`config.mk`:
```
export PLATFORM = sky130hd
export DESIGN_NAME = reset_domain_ctl
export DESIGN_NICKNAME = d
export VERILOG_FILES = /design/src/rtl/rdc_pkg.sv /design/src/rtl/rdc_src_regs.sv /design/src/rtl/rdc_dom_map.sv /design/src/rtl/rdc_rst_sync.sv /design/src/rtl/reset_domain_ctl.sv
export SDC_FILE = /design/constraint.sdc
export NUM_CORES = 1
export LEC_CHECK = 0
export ABC_AREA = 1
export CORE_MARGIN = 4
export CORE_UTILIZATION = 25
export CTS_BUF_LIST = sky130_fd_sc_hd__clkbuf_8 sky130_fd_sc_hd__clkbuf_16
export DETAILED_ROUTE_END_ITERATION = 6
export RECOVER_POWER = 50
export SLEW_MARGIN = 15
export SYNTH_ARGS = -nofsm -noshare
export SYNTH_HDL_FRONTEND = slang
export SYNTH_SLANG_ARGS = --single-unit
```
`constraint.sdc`:
```
create_clock -name clk -period 1.9 [get_ports clk]
set_clock_uncertainty 0.15 [all_clocks]
set_input_delay 0.19 -clock clk [delete_from_list [all_inputs] [get_ports clk]]
set_output_delay 0.19 -clock clk [all_outputs]
set_load 0.005 [all_outputs]
```
`src/rtl/rdc_pkg.sv`:
```
package rdc_pkg;

  // domain indices
  localparam int D_CTRL    = 0;
  localparam int D_TMR     = 1;
  localparam int D_SLEEP   = 2;
  localparam int D_ARB     = 3;
  localparam int D_PNP     = 4;
  localparam int D_CARDCFG = 5;
  localparam int D_SYSKEEP = 6;
  localparam int D_SYSGEN  = 7;
  localparam int D_MISC    = 8;
  localparam int D_WAIT    = 9;
  localparam int D_MFLD    = 10;
  localparam int NDOM      = 11;

  // source vector bit positions
  localparam int S_SWR  = 0;
  localparam int S_COR  = 1;
  localparam int S_CSR  = 2;
  localparam int NSRC   = 3;

  typedef logic [NSRC-1:0] src_vec_t;

  // which register sources reach a domain (hardware reset reaches all)
  function automatic src_vec_t dom_mask(input int d);
    src_vec_t m;
    m = '0;
    case (d)
      D_CTRL, D_TMR, D_MFLD: begin
        m[S_COR] = 1'b1;
        m[S_CSR] = 1'b1;
      end
      D_SLEEP, D_ARB, D_WAIT: begin
        m[S_SWR] = 1'b1;
        m[S_CSR] = 1'b1;
      end
      D_PNP, D_CARDCFG, D_SYSGEN, D_MISC: m[S_CSR] = 1'b1;
      default: m = '0;
    endcase
    return m;
  endfunction

  function automatic logic dom_hit(input src_vec_t mask, input src_vec_t src);
    return |(mask & src);
  endfunction

endpackage

```
`src/rtl/rdc_src_regs.sv`:
```
module rdc_src_regs #(
  parameter int DW      = 8,
  parameter int SWR_BIT = 7,
  parameter int COR_BIT = 6,
  parameter int CSR_BIT = 7
) (
  input  logic          clk,
  input  logic          hw_rst_n,
  input  logic          ctl_wr,
  input  logic [DW-1:0] ctl_wdata,
  input  logic          cfg_wr,
  input  logic [DW-1:0] cfg_wdata,
  input  logic          ctrl_halted,
  output logic          swr_q,
  output logic          cor_q,
  output logic          csr_q,
  output logic          swr_set_evt,
  output logic          seq_warn
);

  logic swr_d, cor_d, csr_d, warn_hit;
  logic unused_wdata;

  assign unused_wdata = ^{ctl_wdata, cfg_wdata};

  // a control write raising software reset from 0
  assign swr_set_evt = ctl_wr && ctl_wdata[SWR_BIT] && !swr_q;
  assign warn_hit    = swr_set_evt && !cor_q && !ctrl_halted;

  always_comb begin
    swr_d = ctl_wr ? ctl_wdata[SWR_BIT] : swr_q;
    csr_d = cfg_wr ? cfg_wdata[CSR_BIT] : csr_q;
    if (csr_q)
      cor_d = 1'b0;
    else if (ctl_wr)
      cor_d = ctl_wdata[COR_BIT];
    else
      cor_d = cor_q;
  end

  always_ff @(posedge clk or negedge hw_rst_n) begin
    if (!hw_rst_n) begin
      swr_q    <= 1'b0;
      cor_q    <= 1'b0;
      csr_q    <= 1'b0;
      seq_warn <= 1'b0;
    end else begin
      swr_q    <= swr_d;
      cor_q    <= cor_d;
      csr_q    <= csr_d;
      seq_warn <= seq_warn | warn_hit;
    end
  end

endmodule

```
`src/rtl/rdc_dom_map.sv`:
```
module rdc_dom_map
  import rdc_pkg::*;
(
  input  src_vec_t        src,
  output logic [NDOM-1:0] dom_req
);

  for (genvar d = 0; d < NDOM; d++) begin : g_map
    localparam src_vec_t MASK = dom_mask(d);
    assign dom_req[d] = dom_hit(MASK, src);
  end

endmodule

```
`src/rtl/rdc_rst_sync.sv`:
```
module rdc_rst_sync #(
  parameter int STAGES = 2
) (
  input  logic clk,
  input  logic hw_rst_n,
  input  logic req,
  output logic rst_out
);

  logic [STAGES-1:0] sh;

  always_ff @(posedge clk or negedge hw_rst_n) begin
    if (!hw_rst_n)
      sh <= '1;
    else if (req)
      sh <= '1;
    else
      sh <= {sh[STAGES-2:0], 1'b0};
  end

  assign rst_out = sh[STAGES-1];

endmodule

```
`src/rtl/reset_domain_ctl.sv`:
```
module reset_domain_ctl
  import rdc_pkg::*;
#(
  parameter int              DW          = 8,
  parameter int              SWR_BIT     = 7,
  parameter int              COR_BIT     = 6,
  parameter int              CSR_BIT     = 7,
  parameter int              SYNC_STAGES = 2,
  parameter int              FLD_W       = 2,
  parameter logic [FLD_W-1:0] FLD_A_VAL  = 2'b11,
  parameter logic [FLD_W-1:0] FLD_B_VAL  = 2'b11
) (
  input  logic             clk,
  input  logic             hw_rst_n,
  input  logic             ctl_wr,
  input  logic [DW-1:0]    ctl_wdata,
  input  logic             cfg_wr,
  input  logic [DW-1:0]    cfg_wdata,
  input  logic             ctrl_halted,
  output logic [NDOM-1:0]  dom_rst,
  output logic [FLD_W-1:0] fld_a_dflt,
  output logic [FLD_W-1:0] fld_b_dflt,
  output logic             swr_q,
  output logic             cor_q,
  output logic             csr_q,
  output logic             seq_warn
);

  src_vec_t        src_vec;
  logic [NDOM-1:0] dom_req;
  logic            swr_set_evt;

  rdc_src_regs #(
    .DW(DW), .SWR_BIT(SWR_BIT), .COR_BIT(COR_BIT), .CSR_BIT(CSR_BIT)
  ) u_regs (
    .clk         (clk),
    .hw_rst_n    (hw_rst_n),
    .ctl_wr      (ctl_wr),
    .ctl_wdata   (ctl_wdata),
    .cfg_wr      (cfg_wr),
    .cfg_wdata   (cfg_wdata),
    .ctrl_halted (ctrl_halted),
    .swr_q       (swr_q),
    .cor_q       (cor_q),
    .csr_q       (csr_q),
    .swr_set_evt (swr_set_evt),
    .seq_warn    (seq_warn)
  );

  always_comb begin
    src_vec        = '0;
    src_vec[S_SWR] = swr_q;
    src_vec[S_COR] = cor_q;
    src_vec[S_CSR] = csr_q;
  end

  rdc_dom_map u_map (
    .src     (src_vec),
    .dom_req (dom_req)
  );

  for (genvar d = 0; d < NDOM; d++) begin : g_sync
    rdc_rst_sync #(.STAGES(SYNC_STAGES)) u_sync (
      .clk      (clk),
      .hw_rst_n (hw_rst_n),
      .req      (dom_req[d]),
      .rst_out  (dom_rst[d])
    );
  end

  assign fld_a_dflt = FLD_A_VAL;
  assign fld_b_dflt = FLD_B_VAL;

endmodule

```
* Word level (Yosys, flattened, before mapping)
Cells that the tools add are included.
** Word-level totals
- Output and inout bits :: 19
- Register bits after elaboration :: 26
** Operators by class
- Reductions and logical operators :: 10
- Muxes and demuxes :: 12
- Bitwise operators :: 1
** Operator list (number)
- 2-to-1 mux 2 bit :: 10
- logical AND 1 bit :: 4
- OR reduction 2 bit :: 2
- logical NOT 1 bit :: 3
- 2-to-1 mux 1 bit :: 2
- nonzero test 2 bit :: 1
- bitwise OR 1 bit :: 1

* Longest topological paths before layout
Gate-level depths: netlist (run 1).
- Depth after elaboration :: 5
- Mapped depth :: 4

* By module
From an unflattened synthesis (run 1), not the netlist that was laid out.
** Unflattened totals
- Cells, all modules :: 94
- Area total of the unflattened synthesis :: 999.7 um^2
** Modules (own cells, without submodules)
- rdc_rst_sync :: times used 11, area each 63.8 um^2, cells each 5
- rdc_src_regs :: times used 1, area each 173.9 um^2, cells each 19
- rdc_dom_map :: times used 1, area each 90.1 um^2, cells each 15
- reset_domain_ctl :: times used 1, area each 33.8 um^2, cells each 5

* Worst setup path before layout (run 1)
OpenSTA, ideal clock, no wires.
- Path type :: reg2out
- Start :: register g_sync[4].u_sync.sh[1]
- End :: output port dom_rst[4]
- Cell stages (with the launch flop) :: 2
- Path buffers :: 1
- Setup slack :: 0.935 ns
- Arrival :: 0.625 ns
- Path through :: dfstp_2 buf_4
** RTL lines
- start: declaration :: line rdc_rst_sync.sv:10 : logic [STAGES-1:0] sh;
- start signal: assignment :: line rdc_rst_sync.sv:18 : sh <= {sh[STAGES-2:0], 1'b0};
- end: declaration :: line reset_domain_ctl.sv:20 : output logic [NDOM-1:0] dom_rst,
No word-level cell between the ends.

==> metrics, run 1 <==
Cell Chain, Critical Path=clkdlybuf4s50_1; final wirelength=756 microns; area leader, netlist=dfstp_2; router iterations before antenna repair=1; die width=53.9 microns; maximum clock path buffer count=2; final setup fails=0; Crit. End Element=output port; CP max stage cell=dfstp_2; sequential area share after synthesis=58.9%; Buf/Inv on CP=1; overflow left after global routing=0; CP Class=reg -> out; Setup TNS Final=0 ns; die height=53.9 microns; largest net degree at the start of global routing=13; Starting DRT DRC Count=0; first-pass GRT wire length=1.15 mm; fin nets=86; Worst Hold End=g_sync[6].u_sync.sh[1]$_DFF_PN1_; drt drc=0; reg2reg end=g_sync[2].u_sync.sh[1]$_DFF_PN1_; core box area=0.00198 sq mm; Slew Limit Fails=0; Final Worst Setup Slack=0.299 ns; post-CTS setup buffer count=0; CP required=1.56 ns; Hold Vio Cnt, Final=0; die area=0.00291 sq mm; Worst-Skew Late Latency=0.23 ns; #FFs+latches synth=12; ratio of cells with drive above 1 in the final layout=20.6%; H-tree Lvls=1; status=completed; Lkg Pwr=0.319 nW; root buf cell=clkbuf_8; worst hold path stage count=0; hpwl dp=617 microns; register clock-pin slew on the reported worst setup and hold paths=0.05 ns; Initial Util=26.6%; Unique masters post-synth=12; ANT nets after route=0; Tot GR Track Use=5.97%; cell family with most CP delay=flip-flops; Worst Reg-to-Reg Cells=3; Final Cell Area=718 sq um; YS warnings=0; pre-CTS setup slack=0.537 ns; vias per cell=3.56; syn avg cell area=10.5 sq um; worst r2r src=u_regs.csr_q$_DFFE_PN0P_; dpl cells=87; Max-slew headroom=65.9%; port bufs=22; R2R setup slack=0.87 ns; Area Growth Syn to Fin=36.3%; synthesized area=527 sq um; CTS Sinks=12; final core utilization=36.2%; CP Max Fanout=4; MaxCap Viol Count=0; CTS Hold Bufs=0; post-layout min period=1.60 ns; Hold Startpoint=g_sync[6].u_sync.sh[0]$_DFF_PN1_; Syn Inst Count=50; CP max stage delay=0.54 ns; Cell Count, Final, Fillers Out=90; Placer Congestion=0.656; Worst Tran Pin Value=0.510 ns; RSZ-0062 raised after global routing=no; Max IR drop VDD=0.000377 V; Hold/Removal Path Class=reg -> reg; number of gates resized after cts=0; Pwr Density=861 mW/mm^2; TritonCTS Buffers=3; vias in the first global route=304; top cell type's share of synthesized area=39.9%; crit path DAT=1.26 ns; Startpoint Class=flip-flop; per-cell routed wire length=8.40 microns; Rows=16; n_diodes=0; Vias=320; FMAX=0.624 GHz; Area after DPL=679 sq um; I/O Pins=40; ranking of synthesized cells by area=dfstp_2 (40%), buf_4 (21%), dfrtp_1 (19%), or2_1 (3.6%), o21ai_0 (2.9%); CTS tree=yes; initial antenna violation count=0; Final period util=84.3%
registers in the layout (all words and copies together) (netlist names):
name / count
u_regs.cor_q: 1
u_regs.seq_warn: 1
u_regs.csr_q: 1
u_regs.swr_q: 1
g_sync.u_sync.sh: 8
Yosys cell counts:
cell	instances
nor2_1	3
nand3_1	1
conb_1	2
inv_1	4
inv_2	2
nand2_2	2
dfrtp_1	4
o21ai_0	3
nand2_1	3
dfstp_2	8
or2_1	3
buf_4	15
metrics by stage:
step	hold slack [ns]	power (mW)
after detailed placement	0.199	0.408
after CTS	0.169	0.633
after global placement	0.195	0.405
final	0.204	0.618
after floorplan	-0.256	0.363
after global routing	0.215	0.651
report_power, final:
group / switching (mW) / leakage [nW] / internal (mW)
combinational: 0.0343 / 0.167 / 0.0652
sequential: 0.0113 / 0.130 / 0.288
clock: 0.0801 / 0.0216 / 0.139
worst max path at each step:
stage	startpoint	to	slack, ns	cells after the start
6_report	g_sync[4].u_sync.sh[1]$_DFF_PN1_	dom_rst[7]	0.30	1
5_1_grt	g_sync[2].u_sync.sh[1]$_DFF_PN1_	dom_rst[3]	0.25	1
4_1_cts	g_sync[4].u_sync.sh[1]$_DFF_PN1_	dom_rst[5]	0.28	1
3_5_place_dp	g_sync[4].u_sync.sh[1]$_DFF_PN1_	dom_rst[5]	0.54	1
3_3_place_gp	g_sync[4].u_sync.sh[1]$_DFF_PN1_	dom_rst[4]	0.54	1
2_1_floorplan	g_sync[4].u_sync.sh[1]$_DFF_PN1_	dom_rst[4]	0.94	1
routing by layer:
layer  GRT usage (%)  vias up  share of wire (%)
met1            5.47      144                 37
met2            8.87       23                 43
met4            5.11        0                  0
met5               0        -                  0
li1                -      153                  -
met3            4.16        0                 20
cell families after synthesis:
kind of cell	synth area share (%)
AO/OA/AOI/OAI	2.85
buffers and inverters	25.7
other	1.43
AND/OR/NAND/NOR	11.2
flip-flops	58.9
final cells by class:
class                   instances  area [sq um]
repair buffers                 22           220
well taps                      27          33.8
clock buffers                   3          41.3
fillers                       195          1260
inverters                       6          22.5
flip-flops and latches         12           310
multi-input cells              20          90.1
cell usage in the layout, fill, tap and decap left out:
cell             netlist  final
o21ai_0                3      3
inv_2                  2      1
inv_1                  4      5
dfrtp_1                4      4
nor2_1                 3      3
nand2_1                3      4
or2_1                  3      3
conb_1                 2      5
nand3_1                1      1
clkbuf_8               0      3
dfstp_2                8      8
nand2_2                2      1
dlygate4sd3_1          0      2
clkdlybuf4s50_1        0     20
No activity file was read; power rests on OpenSTA's default activity.
==> run 2: changes to the inputs <==
PLACE_DENSITY = 0.65   (was default)
clock period = 1.4 ns   (was 1.9 ns; I/O delays follow)
==> run 2 against run 1 <==
  * Largest power group unchanged
  * Sequential power is 35% higher
  * Total power is 32% higher
  * Cell count is 2.2% higher
  * Register-to-register slack worse by 0.58 ns
  * Highest routed layer unchanged
==> metrics, run 2 (same netlist as run 1, synthesis figures left out) <==
port bufs=22 (unchanged); core box area=0.00198 sq mm (unchanged); hpwl dp=623 microns (+0.97%); CTS Sinks=12 (unchanged); Pwr Density=1150 mW/mm^2 (+33%); FMAX=0.779 GHz; Slew Limit Fails=0 (unchanged); fin nets=88 (+2.3%); Hold/Removal Path Class=reg -> reg; H-tree Lvls=1 (unchanged); max reg flops=8 (unchanged); Max-slew headroom=59.7% (-6.2 points); Area Growth Syn to Fin=35.6%; final setup fails=0 (unchanged); Hold Vio Cnt, Final=0 (unchanged); router iterations before antenna repair=2 (+1); crit path DAT=0.99 ns (-0.27 ns); grt met3 use=3.88% (-0.28 points); ratio of cells with drive above 1 in the final layout=20.0% (-0.63 points); Tot GR Track Use=6.55% (+0.58 points); GR peak layer=met2; Initial Util=26.6% (unchanged); CP required=1.11 ns (-0.45 ns); pre-CTS setup slack=0.0843 ns (-0.452 ns); die area=0.00291 sq mm (unchanged); TritonCTS Buffers=3 (unchanged); number of fill cells=203 (+4.1%); vias per cell=3.42 (-3.7%); die width=53.9 microns (unchanged); ANT nets after route=0 (unchanged); RSZ-0062 raised after global routing=no; R2R setup slack=0.29 ns (-0.58 ns); n_diodes=0 (unchanged); Buf/Inv on CP=1 (unchanged); CTS tree=yes; Largest Register=g_sync.u_sync.sh; Worst Tran Pin Value=0.604 ns (+0.0943 ns); commonest cells after routing, fill and taps aside=dlygate4sd2_1 (13), dfstp_2 (8), inv_1 (5), conb_1 (5), clkdlybuf4s50_1 (5); initial antenna violation count=0 (unchanged); most common cell after layout, fill and taps aside=dlygate4sd2_1; met1 global-route usage=6.34% (+0.87 points); Max IR drop VDD=0.000529 V (+40%); Setup TNS Final=0 ns (unchanged); Cell Count, Final, Fillers Out=92 (+2.2%); CP Max Fanout=4 (unchanged); Starting DRT DRC Count=1 (+1); CP max stage cell=dfstp_2; CTS Hold Bufs=0 (unchanged); maximum clock path buffer count=2 (unchanged); Startpoint Class=flip-flop; Worst-Skew Late Latency=0.23 ns (about the same); Placer Congestion=0.667 (+1.7%); per-cell routed wire length=8.72 microns (+3.8%); final wirelength=802 microns (+6.1%); Cell Chain, Critical Path=dlygate4sd2_1; die height=53.9 microns (unchanged); Final Worst Setup Slack=0.117 ns (-0.182 ns); Final period util=91.7%; status=completed; I/O Pins=40 (unchanged); largest net degree at the start of global routing=13 (unchanged); Vias=315 (-1.6%); final core utilization=36.0% (-0.19 points); Lkg Pwr=0.333 nW (+4.3%); drt drc=0 (unchanged); root buf cell=clkbuf_8; first-pass GRT wire length=1.25 mm (+9.0%); vias in the first global route=313 (+3.0%); M2 GR Usage=9.48% (+0.60 points); cell family with most CP delay=flip-flops; CP Class=reg -> out; overflow left after global routing=0 (unchanged); register clock-pin slew on the reported worst setup and hold paths=0.05 ns (about the same); dpl cells=88 (+1.1%); Crit. End Element=output port; MaxCap Viol Count=0 (unchanged); Rows=16 (unchanged); CP max stage delay=0.53 ns (about the same); total power=0.818 mW (+32%); post-layout min period=1.28 ns
[run 2: cell types whose count changed in the layout (fill, tap and decap cells not counted)]
cell,previous run,this run
dlymetal6s2s_1,0,2
clkdlybuf4s50_1,20,5
dlygate4sd2_1,0,13
clkbuf_1,0,2
[run 2: layout make-up]
class / count / area (sq um) / share of cell area [%]
Timing Repair Buffer: 24 / 216 / 30.3
Clock buffer: 3 / 41.3 / 5.78
Tap cell: 27 / 33.8 / 4.73
Sequential cell: 12 / 310 / 43.4
Inverter: 6 / 22.5 / 3.15
Multi-Input combinational cell: 20 / 90.1 / 12.6
[run 2: per-stage QoR]
step | hold WS, ns | cell area, sq um
after floorplan | -0.306 | 538
final | 0.203 | 714
after CTS | 0.0550 | 719
after detailed placement | 0.197 | 687
after global routing | 0.207 | 714
after global placement | 0.195 | 687
[run 2: repair_timing]
action,in CTS,in global routing
gates resized for setup,13,2
setup buffers,1,0
endpoints found under the setup margin,14,2
[run 2: worst register-to-register path: cells and delay by family (launching register included)]
| kind | cells | cell delay (ns) |
|---|---|---|
| buffers and inverters | 2 | 0.23 |
| DFF | 1 | 0.37 |
| and+or+nand+nor | 2 | 0.28 |
[run 2: where the power goes]
group	internal [mW]	switching, mW	total (mW)
clock network	0.188	0.112	0.301
logic	0.0649	0.0490	0.114
registers	0.391	0.0125	0.404
[run 2: layer usage]
metal  vias up  routed length [microns]
li1        157                        -
met1       136                      323
met2        22                      337
met3         0                      142
met4         0                        0
met5         -                        0
[run 2: path summary, 6_finish.rpt]
check,start,endpoint,cells past startpoint
setup / recovery,g_sync[4].u_sync.sh[1]$_DFF_PN1_,dom_rst[7],1
hold / removal,g_sync[6].u_sync.sh[0]$_DFF_PN1_,g_sync[6].u_sync.sh[1]$_DFF_PN1_,0
setup reg to reg,u_regs.csr_q$_DFFE_PN0P_,g_sync[2].u_sync.sh[1]$_DFF_PN1_,4
hold reg to reg,g_sync[6].u_sync.sh[0]$_DFF_PN1_,g_sync[6].u_sync.sh[1]$_DFF_PN1_,0
max in group asynchronous,hw_rst_n,u_regs.cor_q$_DFFE_PN0P_,2
min in group asynchronous,hw_rst_n,u_regs.swr_q$_DFFE_PN0P_,2
==> run 3: changes to the inputs <==
CORE_UTILIZATION = 29   (was 25)
PLACE_DENSITY = 0.74   (was 0.65)
==> run 3 against run 2 <==
  * Cell count is 2.2% lower
  * Flip-flop and latch count stayed put
  * Worst setup slack worse by 0.076 ns
  * Sequential power hardly changed
  * Clock power is 20% higher
  * Die area is 12% lower
  * Worst hold slack worse by 0.037 ns
  * Non-clock buffer count is 1 lower
  * Register-to-register slack hardly changed
  * Sequential share of layout area is 0.38 points lower
  * Global-route usage is 0.63 points higher
  * Total power is 7.7% higher
  * Critical endpoint is now seq_warn
==> metrics, run 3 (same netlist as run 1, synthesis figures left out) <==
status=completed; Slew Limit Fails=0 (unchanged); fin nets=87 (-1.1%); max reg flops=8 (unchanged); total power=0.882 mW (+7.7%); final wirelength=799 microns (-0.37%); ANT nets after route=0 (unchanged); Rows=15 (-1); worst r2r src=u_regs.csr_q$_DFFE_PN0P_; R2R setup slack=0.28 ns (about the same); H-tree Lvls=1 (unchanged); cell family with most CP delay=buffers and inverters; CP required=1.11 ns (about the same); Cell Count, Final, Fillers Out=90 (-2.2%); commonest cells after routing, fill and taps aside=dlygate4sd2_1 (12), dfstp_2 (8), clkdlybuf4s50_1 (8); MaxCap Viol Count=0 (unchanged); Setup TNS Final=0 ns (unchanged); overflow left after global routing=0 (unchanged); Hold Vio Cnt, Final=0 (unchanged); initial antenna violation count=0 (unchanged); register clock-pin slew on the reported worst setup and hold paths=0.05 ns (about the same); die width=50.6 microns (-6.1%); FF/Latch Area=310 sq um (unchanged); Worst-Skew Late Latency=0.23 ns (about the same); dpl cells=85 (-3.4%); Final period util=97.1% (+5.4 points); Starting DRT DRC Count=5 (+4); CP Class=reg -> out; Worst Reg-to-Reg Cells=4 (unchanged); RSZ-0062 raised after global routing=no; pre-CTS setup slack=0.0684 ns (-0.0159 ns); drt drc=0 (unchanged); Buf/Inv on CP=1 (unchanged); CTS tree=yes; n_diodes=0 (unchanged); Vias=344 (+9.2%); root buf cell=clkbuf_8; number of fill cells=185 (-8.9%); I/O Pins=40 (unchanged); TritonCTS Buffers=3 (unchanged); Area after DPL=677 sq um (-1.5%); vias in the first global route=295 (-5.8%); CTS Sinks=12 (unchanged); Startpoint Class=flip-flop; final setup fails=0 (unchanged); ratio of cells with drive above 1 in the final layout=20.0% (unchanged); Placer Congestion=0.661 (-0.90%); Hold/Removal Path Class=in -> async; Max-slew headroom=66.0% (+6.3 points); Final Cell Area=721 sq um (+0.88%); Initial Util=30.5% (+3.9 points); Cell Chain, Critical Path=clkdlybuf4s50_1; Crit. End Element=output port; first-pass GRT wire length=1.21 mm (-2.7%); largest net degree at the start of global routing=13 (unchanged); CP max stage cell=clkdlybuf4s50_1; CP Max Fanout=2 (-2); port bufs=22 (unchanged); most common cell after layout, fill and taps aside=dlygate4sd2_1; CP max stage delay=0.50 ns (-0.03 ns); die height=50.6 microns (-6.1%); FMAX=0.736 GHz (-5.6%); Tot GR Track Use=7.19% (+0.63 points); per-cell routed wire length=8.88 microns (+1.8%); die area=0.00256 sq mm (-12%); core box area=0.00173 sq mm (-13%); maximum clock path buffer count=2 (unchanged); Max IR drop VDD=0.000410 V (-22%); reg2reg end=g_sync[2].u_sync.sh[1]$_DFF_PN1_; hpwl dp=647 microns (+3.9%); area of the multi-input gates=90.1 sq um (unchanged); Pwr Density=1220 mW/mm^2 (+6.8%); vias per cell=3.82 (+12%); post-layout min period=1.36 ns (+0.0760 ns); Worst Tran Pin Value=0.509 ns (-0.0955 ns); Lkg Pwr=0.338 nW (+1.5%); Largest Register=g_sync.u_sync.sh; crit path DAT=1.07 ns (+0.08 ns); Area Growth Syn to Fin=36.8%; Final Worst Setup Slack=0.0408 ns (-0.0760 ns); router iterations before antenna repair=4 (+2)
-- run 3: changes by cell type in the layout (fill, tap and decap cells not counted), sizes merged --
cell,delta
dlymetal6s2s,-1
dlygate4sd3,-1
dlygate4sd2,-1
clkdlybuf4s50,+3
-- run 3: worst max path at each step --
| stage | startpoint | endpoint | slack (ns) | cells past startpoint |
|---|---|---|---|---|
| 5_1_grt | u_regs.seq_warn$_DFF_PN0_ | seq_warn | 0.009 | 1 |
| 3_3_place_gp | g_sync[4].u_sync.sh[1]$_DFF_PN1_ | dom_rst[5] | 0.09 | 1 |
| 3_5_place_dp | g_sync[4].u_sync.sh[1]$_DFF_PN1_ | dom_rst[7] | 0.07 | 1 |
| 2_1_floorplan | u_regs.csr_q$_DFFE_PN0P_ | g_sync[0].u_sync.sh[1]$_DFF_PN1_ | 0.45 | 3 |
| 4_1_cts | u_regs.swr_q$_DFFE_PN0P_ | swr_q | 0.003 | 1 |
| 6_report | u_regs.seq_warn$_DFF_PN0_ | seq_warn | 0.04 | 1 |
-- run 3: cell type report --
class	count	area share [%]
sequential	12	43.1
timing repair buffer	23	29.3
multi-input combinational	20	12.5
clock buffer	4	7.64
tap	25	4.34
inverter	6	3.13
-- run 3: where the power goes --
part,leakage [nW],internal (mW),switching [mW],total (mW)
registers,0.130,0.391,0.0126,0.404
logic,0.179,0.0666,0.0492,0.116
clock network,0.0288,0.247,0.115,0.362
-- run 3: timing repair --
action | CTS | global route
gates resized for setup | 12 | 1
hold buffers | 0 | 0
setup buffers | 1 | 0
endpoints found under the setup margin | 13 | 1
-- run 3: metrics by stage --
step | util (%) | hold slack (ns)
2_1_floorplan | - | -0.306
3_3_place_gp | 39.2 | 0.196
3_5_place_dp | 39.2 | 0.199
4_1_cts | 42.0 | 0.109
5_1_grt | 41.7 | 0.209
6_report | 41.7 | 0.166
-- run 3: layer usage --
layer	global-route usage, %	vias up	part of all wire (%)
met3	2.97	0	14
li1	-	157	-
met1	6.32	162	36
met4	9.42	0	0
met5	0	-	0
met2	10.9	25	50
